File: config.mk
export PLATFORM = sky130hd
export DESIGN_NAME = rtc_ctl_regs
export DESIGN_NICKNAME = d
export VERILOG_FILES = /design/src/rtl/rtc_regs_pkg.sv /design/src/rtl/rtc_ctl_ab.sv /design/src/rtl/rtc_flag_c.sv /design/src/rtl/rtc_ram_bank.sv /design/src/rtl/rtc_ctl_regs.sv
export SDC_FILE = /design/constraint.sdc
export NUM_CORES = 1
export LEC_CHECK = 0
export CELL_PAD_IN_SITES_DETAIL_PLACEMENT = 1
export CELL_PAD_IN_SITES_GLOBAL_PLACEMENT = 2
export CORE_UTILIZATION = 50
export CTS_BUF_LIST = sky130_fd_sc_hd__clkbuf_8
export CTS_CLUSTER_SIZE = 40
export DETAILED_ROUTE_END_ITERATION = 6
export DONT_BUFFER_PORTS = 1
export MAX_ROUTING_LAYER = met4
export PLACE_DENSITY = 0.86
export SYNTH_ARGS = -nofsm -noshare
export SYNTH_HDL_FRONTEND = slang
export SYNTH_SLANG_ARGS = --single-unit
File: constraint.sdc
create_clock -name clk -period 3.67 [get_ports clk]
set_clock_uncertainty 0.1 [all_clocks]
set_input_delay 0.367 -clock clk [delete_from_list [all_inputs] [get_ports clk]]
set_output_delay 0.367 -clock clk [all_outputs]
set_load 0.05 [all_outputs]
File: src/rtl/rtc_regs_pkg.sv
package rtc_regs_pkg;
   localparam int ADR_CTL_A = 'h0A;
   localparam int ADR_CTL_B = 'h0B;
   localparam int ADR_FLG_C = 'h0C;
   localparam int ADR_STS_D = 'h0D;

   localparam logic [7:0] A_POR_VAL  = 8'h26;
   localparam logic [7:0] B_POR_VAL  = 8'h02;
   localparam logic [7:0] D_CONST    = 8'h80;
   localparam logic [7:0] A_WR_KEEP  = 8'h7F;
   localparam logic [7:0] B_RST_KEEP = 8'h8F;

   localparam logic [7:0] FLG_PER = 8'hC0;
   localparam logic [7:0] FLG_ALM = 8'hA0;
   localparam logic [7:0] FLG_UPD = 8'h90;

   // positions inside the upper nibble of B
   localparam int BH_HOLD = 3;
   localparam int BH_PER  = 2;
   localparam int BH_ALM  = 1;
   localparam int BH_UPD  = 0;

   typedef enum logic {PORT_INDEX = 1'b0, PORT_DATA = 1'b1} bus_port_e;
endpackage

File: src/rtl/rtc_ctl_ab.sv
module rtc_ctl_ab
   import rtc_regs_pkg::*;
#(
   parameter logic [7:0] B_WR_MASK = 8'hEF
) (
   input  logic       clk,
   input  logic       por_n,
   input  logic       soft_rst,
   input  logic       wr_a,
   input  logic       wr_b,
   input  logic [7:0] wdata,
   output logic [7:0] a_q,
   output logic [7:0] b_q
);
   always_ff @(posedge clk or negedge por_n) begin
      if (!por_n) begin
         a_q <= A_POR_VAL;
         b_q <= B_POR_VAL;
      end else begin
         if (wr_a) a_q <= wdata & A_WR_KEEP;
         if (soft_rst)  b_q <= b_q & B_RST_KEEP;
         else if (wr_b) b_q <= wdata & B_WR_MASK;
      end
   end

   AST_A_TOP_LOW: assert property (@(posedge clk) disable iff (!por_n)
      a_q[7] == 1'b0);
   AST_B_MASKED: assert property (@(posedge clk) disable iff (!por_n)
      (wr_b && !soft_rst) |=> ((b_q & ~B_WR_MASK) == 8'h00));
   AST_B_SOFT_RST: assert property (@(posedge clk) disable iff (!por_n)
      soft_rst |=> (b_q[6:4] == 3'b000));
endmodule

File: src/rtl/rtc_flag_c.sv
module rtc_flag_c
   import rtc_regs_pkg::*;
(
   input  logic       clk,
   input  logic       por_n,
   input  logic       soft_rst,
   input  logic       rd_clr,
   input  logic       per_stb,
   input  logic       alm_stb,
   input  logic       upd_stb,
   input  logic [3:0] b_hi,
   output logic [7:0] c_q,
   output logic       irq_o
);
   logic [7:0] set_v;

   always_comb begin
      set_v = 8'h00;
      if (per_stb && b_hi[BH_PER]) set_v = set_v | FLG_PER;
      if (!b_hi[BH_HOLD]) begin
         if (alm_stb && b_hi[BH_ALM]) set_v = set_v | FLG_ALM;
         if (upd_stb && b_hi[BH_UPD]) set_v = set_v | FLG_UPD;
      end
   end

   always_ff @(posedge clk or negedge por_n) begin
      if (!por_n)        c_q <= 8'h00;
      else if (soft_rst) c_q <= 8'h00;
      else if (rd_clr)   c_q <= set_v;
      else               c_q <= c_q | set_v;
   end

   assign irq_o = c_q[7];

   AST_CLR_DROPS_IRQ: assert property (@(posedge clk) disable iff (!por_n)
      (rd_clr && !per_stb && !alm_stb && !upd_stb) |=> !irq_o);
   AST_FLAG_SURVIVES: assert property (@(posedge clk) disable iff (!por_n)
      (rd_clr && per_stb && b_hi[BH_PER] && !soft_rst) |=> (c_q[7:6] == 2'b11));
   AST_FLAGS_STICKY: assert property (@(posedge clk) disable iff (!por_n)
      (!rd_clr && !soft_rst) |=> ((c_q & $past(c_q)) == $past(c_q)));
   AST_C_SOFT_RST: assert property (@(posedge clk) disable iff (!por_n)
      soft_rst |=> (c_q == 8'h00));
endmodule

File: src/rtl/rtc_ram_bank.sv
module rtc_ram_bank #(
   parameter int DEPTH = 128,
   localparam int AW = $clog2(DEPTH)
) (
   input  logic          clk,
   input  logic          we,
   input  logic [AW-1:0] addr,
   input  logic [7:0]    wdata,
   output logic [7:0]    rdata
);
   logic [7:0] mem [DEPTH];

   always_ff @(posedge clk) begin
      if (we) mem[addr] <= wdata;
   end

   assign rdata = mem[addr];
endmodule

File: src/rtl/rtc_ctl_regs.sv
module rtc_ctl_regs
   import rtc_regs_pkg::*;
#(
   parameter int         DEPTH     = 128,
   parameter logic [7:0] B_WR_MASK = 8'hEF
) (
   input  logic       clk,
   input  logic       por_n,
   input  logic       soft_rst,
   input  logic       bus_sel,
   input  logic       bus_wr,
   input  logic       bus_rd,
   input  logic [7:0] bus_wdata,
   output logic [7:0] bus_rdata,
   input  logic       per_stb,
   input  logic       alm_stb,
   input  logic       upd_stb,
   output logic       irq_o,
   output logic       wr_err_o
);
   localparam int AW = $clog2(DEPTH);

   if (!(DEPTH == 64 || DEPTH == 128)) begin : g_bad_depth
      $error("rtc_ctl_regs: DEPTH must be 64 or 128");
   end

   logic [AW-1:0] idx_q;
   logic [7:0]    a_q, b_q, c_q, ram_rd;
   logic          is_data, wr_data, rd_data;
   logic          hit_a, hit_b, hit_c, hit_d, hit_ctl;

   assign is_data = (bus_sel == PORT_DATA);
   assign wr_data = bus_wr && is_data;
   assign rd_data = bus_rd && is_data;

   assign hit_a   = (idx_q == AW'(ADR_CTL_A));
   assign hit_b   = (idx_q == AW'(ADR_CTL_B));
   assign hit_c   = (idx_q == AW'(ADR_FLG_C));
   assign hit_d   = (idx_q == AW'(ADR_STS_D));
   assign hit_ctl = hit_a || hit_b || hit_c || hit_d;

   always_ff @(posedge clk or negedge por_n) begin
      if (!por_n) begin
         idx_q    <= '0;
         wr_err_o <= 1'b0;
      end else begin
         if (bus_wr && !is_data) idx_q <= bus_wdata[AW-1:0];
         wr_err_o <= wr_data && (hit_c || hit_d);
      end
   end

   rtc_ctl_ab #(.B_WR_MASK(B_WR_MASK)) u_ctl_ab (
      .clk(clk), .por_n(por_n), .soft_rst(soft_rst),
      .wr_a(wr_data && hit_a), .wr_b(wr_data && hit_b),
      .wdata(bus_wdata), .a_q(a_q), .b_q(b_q)
   );

   rtc_flag_c u_flag_c (
      .clk(clk), .por_n(por_n), .soft_rst(soft_rst),
      .rd_clr(rd_data && hit_c), .per_stb(per_stb), .alm_stb(alm_stb),
      .upd_stb(upd_stb), .b_hi(b_q[7:4]), .c_q(c_q), .irq_o(irq_o)
   );

   rtc_ram_bank #(.DEPTH(DEPTH)) u_ram (
      .clk(clk), .we(wr_data && !hit_ctl), .addr(idx_q),
      .wdata(bus_wdata), .rdata(ram_rd)
   );

   always_comb begin
      if (!is_data)   bus_rdata = 8'h00;
      else if (hit_a) bus_rdata = a_q;
      else if (hit_b) bus_rdata = b_q;
      else if (hit_c) bus_rdata = c_q;
      else if (hit_d) bus_rdata = D_CONST;
      else            bus_rdata = ram_rd;
   end

   AST_RO_WRITE_FLAGGED: assert property (@(posedge clk) disable iff (!por_n)
      (wr_data && (hit_c || hit_d)) |=> wr_err_o);
   AST_C_WRITE_IGNORED: assert property (@(posedge clk) disable iff (!por_n)
      (wr_data && hit_c && !rd_data && !per_stb && !alm_stb && !upd_stb && !soft_rst)
      |=> $stable(c_q));
   AST_IDX_PORT_READ_ZERO: assert property (@(posedge clk) disable iff (!por_n)
      (bus_rd && !is_data) |-> (bus_rdata == 8'h00));
endmodule

==> run_results.csv <==
group,metric,value,unit
run_status,outcome,"finished, violations left",
run_status,violations,"negative setup slack",
hold_path,hold_path_depth,3,
critical_path,crit_family,"buffers and inverters",
synth,netlist_area,41400,sq um
pwr,powerDensity,543.8,nW/um^2
global_route,antenna_found_initial,5,
synth,synthFlopType,"edfxtp_1",
sta,fmax,0.2283,GHz
critical_path,crit_path_max_incr_delay,560,ps
die,dieHeight,289.7,um
sta,setup_ws,-710.9,ps
clocking,cts_root_buf,"clkbuf_8",
synth,synth_area_leader_cell,"edfxtp_1",
layout,layout-drive-gt1-share,32.39,%
critical_path,worstRegToRegCells,8,
synth,synth-warning-count,0,
hold_path,hp-class,"in -> reg",
clocking,clock_sinks,1044,
detailed_routing,topRoutingLayerUsed,"met4",
die,die_area,83950,sq um
detailed_routing,drt-met1-wl,53.09,mm
global_route,grt_pass1_wl,198.5,mm
detailed_routing,routed_wl,145.8,mm
layout,syn_to_final_growth,23.12,%
critical_path,cp_slowest_cell,"dfrtp_4",
sta,rsz0062_at_grt,"yes",
sta,maxSlewHeadroom,23.64,%
global_route,grt_max_degree,132,
detailed_routing,met3_wirelength,15.93,mm
critical_path,path_buf_inv,7,
pwr,swShare,28.51,%
layout,final_util,62.17,%
critical_path,reg2reg_from,"idx_q[3]",
pwr,combPwrFrac,18.9,%
placed_design,dp_hpwl,85.76,mm
placed_design,portBuffers,0,
detailed_routing,drc,0,
sta,hold_violations,0,
sta,setup_viol,8,
die,fp.coreArea,81980,sq um
sta,fin_crit,4381,ps
critical_path,crit_chain,"buf_12, buf_8, buf_12, buf_4, mux4_2, mux2i_1, buf_4, o22ai_2, o41ai_4, buf_4, nand3_4, buf_12",
global_route,gr-total-overflow,0,
layout,nets,2951,
pwr,p_int,19.81,mW
critical_path,crit_fanout,6,
hold_path,hold_end,"u_ctl_ab.b_q[6]",
synth,yosysTopAreaCellShare,73.85,%
die,start_util,50.50,%
critical_path,r2r_slack,100,ps
pwr,switchingPower,7.901,mW
detailed_routing,first_iter_violations,3733,
critical_path,worstSetupPathType,"reg -> out",
critical_path,critical_path_depth,12,
critical_path,crit_path_end_kind,"output pin",
detailed_routing,wl_per_cell,35.18,um
synth,yosysMostFrequentCell,"edfxtp_1",
detailed_routing,drtAntennaViolNets,0,
global_route,grt_pass1_vias,27870,
global_route,grt_use_total,34.72,%
critical_path,worstPathRequired,3200,ps
synth,synth_edf_count,1018,
critical_path,worstPathArrival,3910,ps
clocking,clock_path_buffers,3,
layout,fin_cells,4144,
placed_design,place_congestion,0.9465,
die,io-pin-count,27,
pwr,seqPwrFrac,47.8,%
job,cap_violations,0,
pwr,power.leakage,17.64,nW
critical_path,r2r_end,"u_ram.mem[77][7]",
clocking,clkLatencyLatePin,820,ps
clocking,cts_tree,"yes",
placed_design,pre_cts_slack,-165.9,ps
die,rows,105,
clocking,path_clk_slew,60,ps
synth,synth_commonest_cells,"edfxtp_1, nor2_1, mux2i_1",
synth,post_synth_num_cell_types,70,
sta,timing.final.crit_share,119.4,%
pwr,ir_drop,0.3657,mV
synth,synthArstFlopShare,2.490,%
sta,drv_slew,0,
detailed_routing,vias_per_cell,6.622,
pwr,clkPwrFrac,33.3,%
critical_path,worstSetupStartpointType,"flip-flop",
die,die_width,289.7,um
detailed_routing,route.met2.wl,68.84,mm
detailed_routing,vias,27440,
hold_path,min-delay-start,"bus_wdata[6]",
synth,synth.avg_cell_area,17.29,sq um
synth,ys_seq_area_share,75.43,%
synth,ys_ff_latch,1044,
synth,synth_cells,2394,
clocking,numCtsBuffers,166,
sta,timing.hold.ws,192.0,ps
clocking,htreeDepth,4,
sta,tightest_slew,1142,ps
detailed_routing,first_pass_iters,7,
placed_design,dp.cells,3735,
synth,synth_area_leaders,"edfxtp_1, mux2i_1, mux4_2",
[metal layers]
layer	vias to the layer above	global-route usage [%]
met1	14190	43.24
met2	1995	52.85
li1	10740	-
met3	515	8.721
met4	0	17.64
met5	-	-
[worst min-delay path: cells and delay by family]
kind          cells  cell delay [ps]
buf+inv           1              570
mux               1               40
simple gates      1               90
[final cells by class]
type                       count  area, sq um
antenna                        8        20.02
timing repair buffer         510         5049
sequential                  1044        31240
clock inverter               132        670.6
fill                        7297        31010
clock buffer                 168         2312
inverter                       5        18.77
multi-input combinational   1207        10320
tap                         1070         1339
[layout by cell type (no fill, tap or decap), types with 47 or more instances in the layout]
| master | count |
|---|---|
| edfxtp_1 | 1018 |
| buf_4 | 381 |
| nor2_1 | 198 |
| clkbuf_8 | 168 |
| mux2i_1 | 154 |
| a21oi_1 | 89 |
| mux2_2 | 78 |
| nand2_1 | 74 |
| inv_1 | 68 |
| mux4_2 | 66 |
| a22oi_1 | 52 |
| o21ai_0 | 50 |
| buf_12 | 47 |
[through the flow]
step	setup TNS (ps)	power [mW]	area (sq um)
3_3_place_gp	-130.5	17.33	45500
5_1_grt	-4883	28.27	50960
2_1_floorplan	0	15.49	41490
3_5_place_dp	-271.4	17.45	45500
4_1_cts	-4778	27.02	49730
6_report	-4763	27.71	50970
[cells by family after synthesis]
family	count (synthesis)	share of synthesized area, %
simple gates	365	3.863
buf+inv	168	2.291
compound gates	497	8.339
other cells	1	0.009059
mux	319	10.07
flops	1044	75.43
[sequential cells by signal (all words and copies together) (netlist names)]
signal and cells:
u_ram.mem 1018, u_flag_c.c_q 4, idx_q 7, u_ctl_ab.b_q 7
u_ctl_ab.a_q 7, wr_err_o 1
[worst max-delay path by stage]
stage          startpoint            to  slack [ps]
2_1_floorplan    idx_q[0]  bus_rdata[5]         550
3_3_place_gp     idx_q[2]  bus_rdata[7]        -100
3_5_place_dp     idx_q[0]  bus_rdata[7]        -170
4_1_cts          idx_q[1]  bus_rdata[0]        -660
5_1_grt          idx_q[0]  bus_rdata[7]        -700
6_report         idx_q[0]  bus_rdata[0]        -710
[repair_timing]
| action | 4_1_cts | 5_1_grt |
|---|---|---|
| setup endpoints to repair | 8 | 8 |
| gates resized for setup | 86 | 184 |
| endpoints found under the hold margin | 1070 | 0 |
| pin swaps | 20 | 56 |
| hold buffers | 30 | 0 |
| buffers inserted | 29 | 44 |
| cloned | 3 | 4 |
[power by group through the flow]
stage                     combinational [mW]  clock [mW]  sequential (mW)
after global routing                    5.30        9.72             13.2
final                                   5.24        9.22             13.3
after CTS                               4.59        9.19             13.2
after floorplan                         2.03           0             13.5
after global placement                  3.82           0             13.5
after detailed placement                3.93           0             13.5
(Power assumes the default switching activity.)
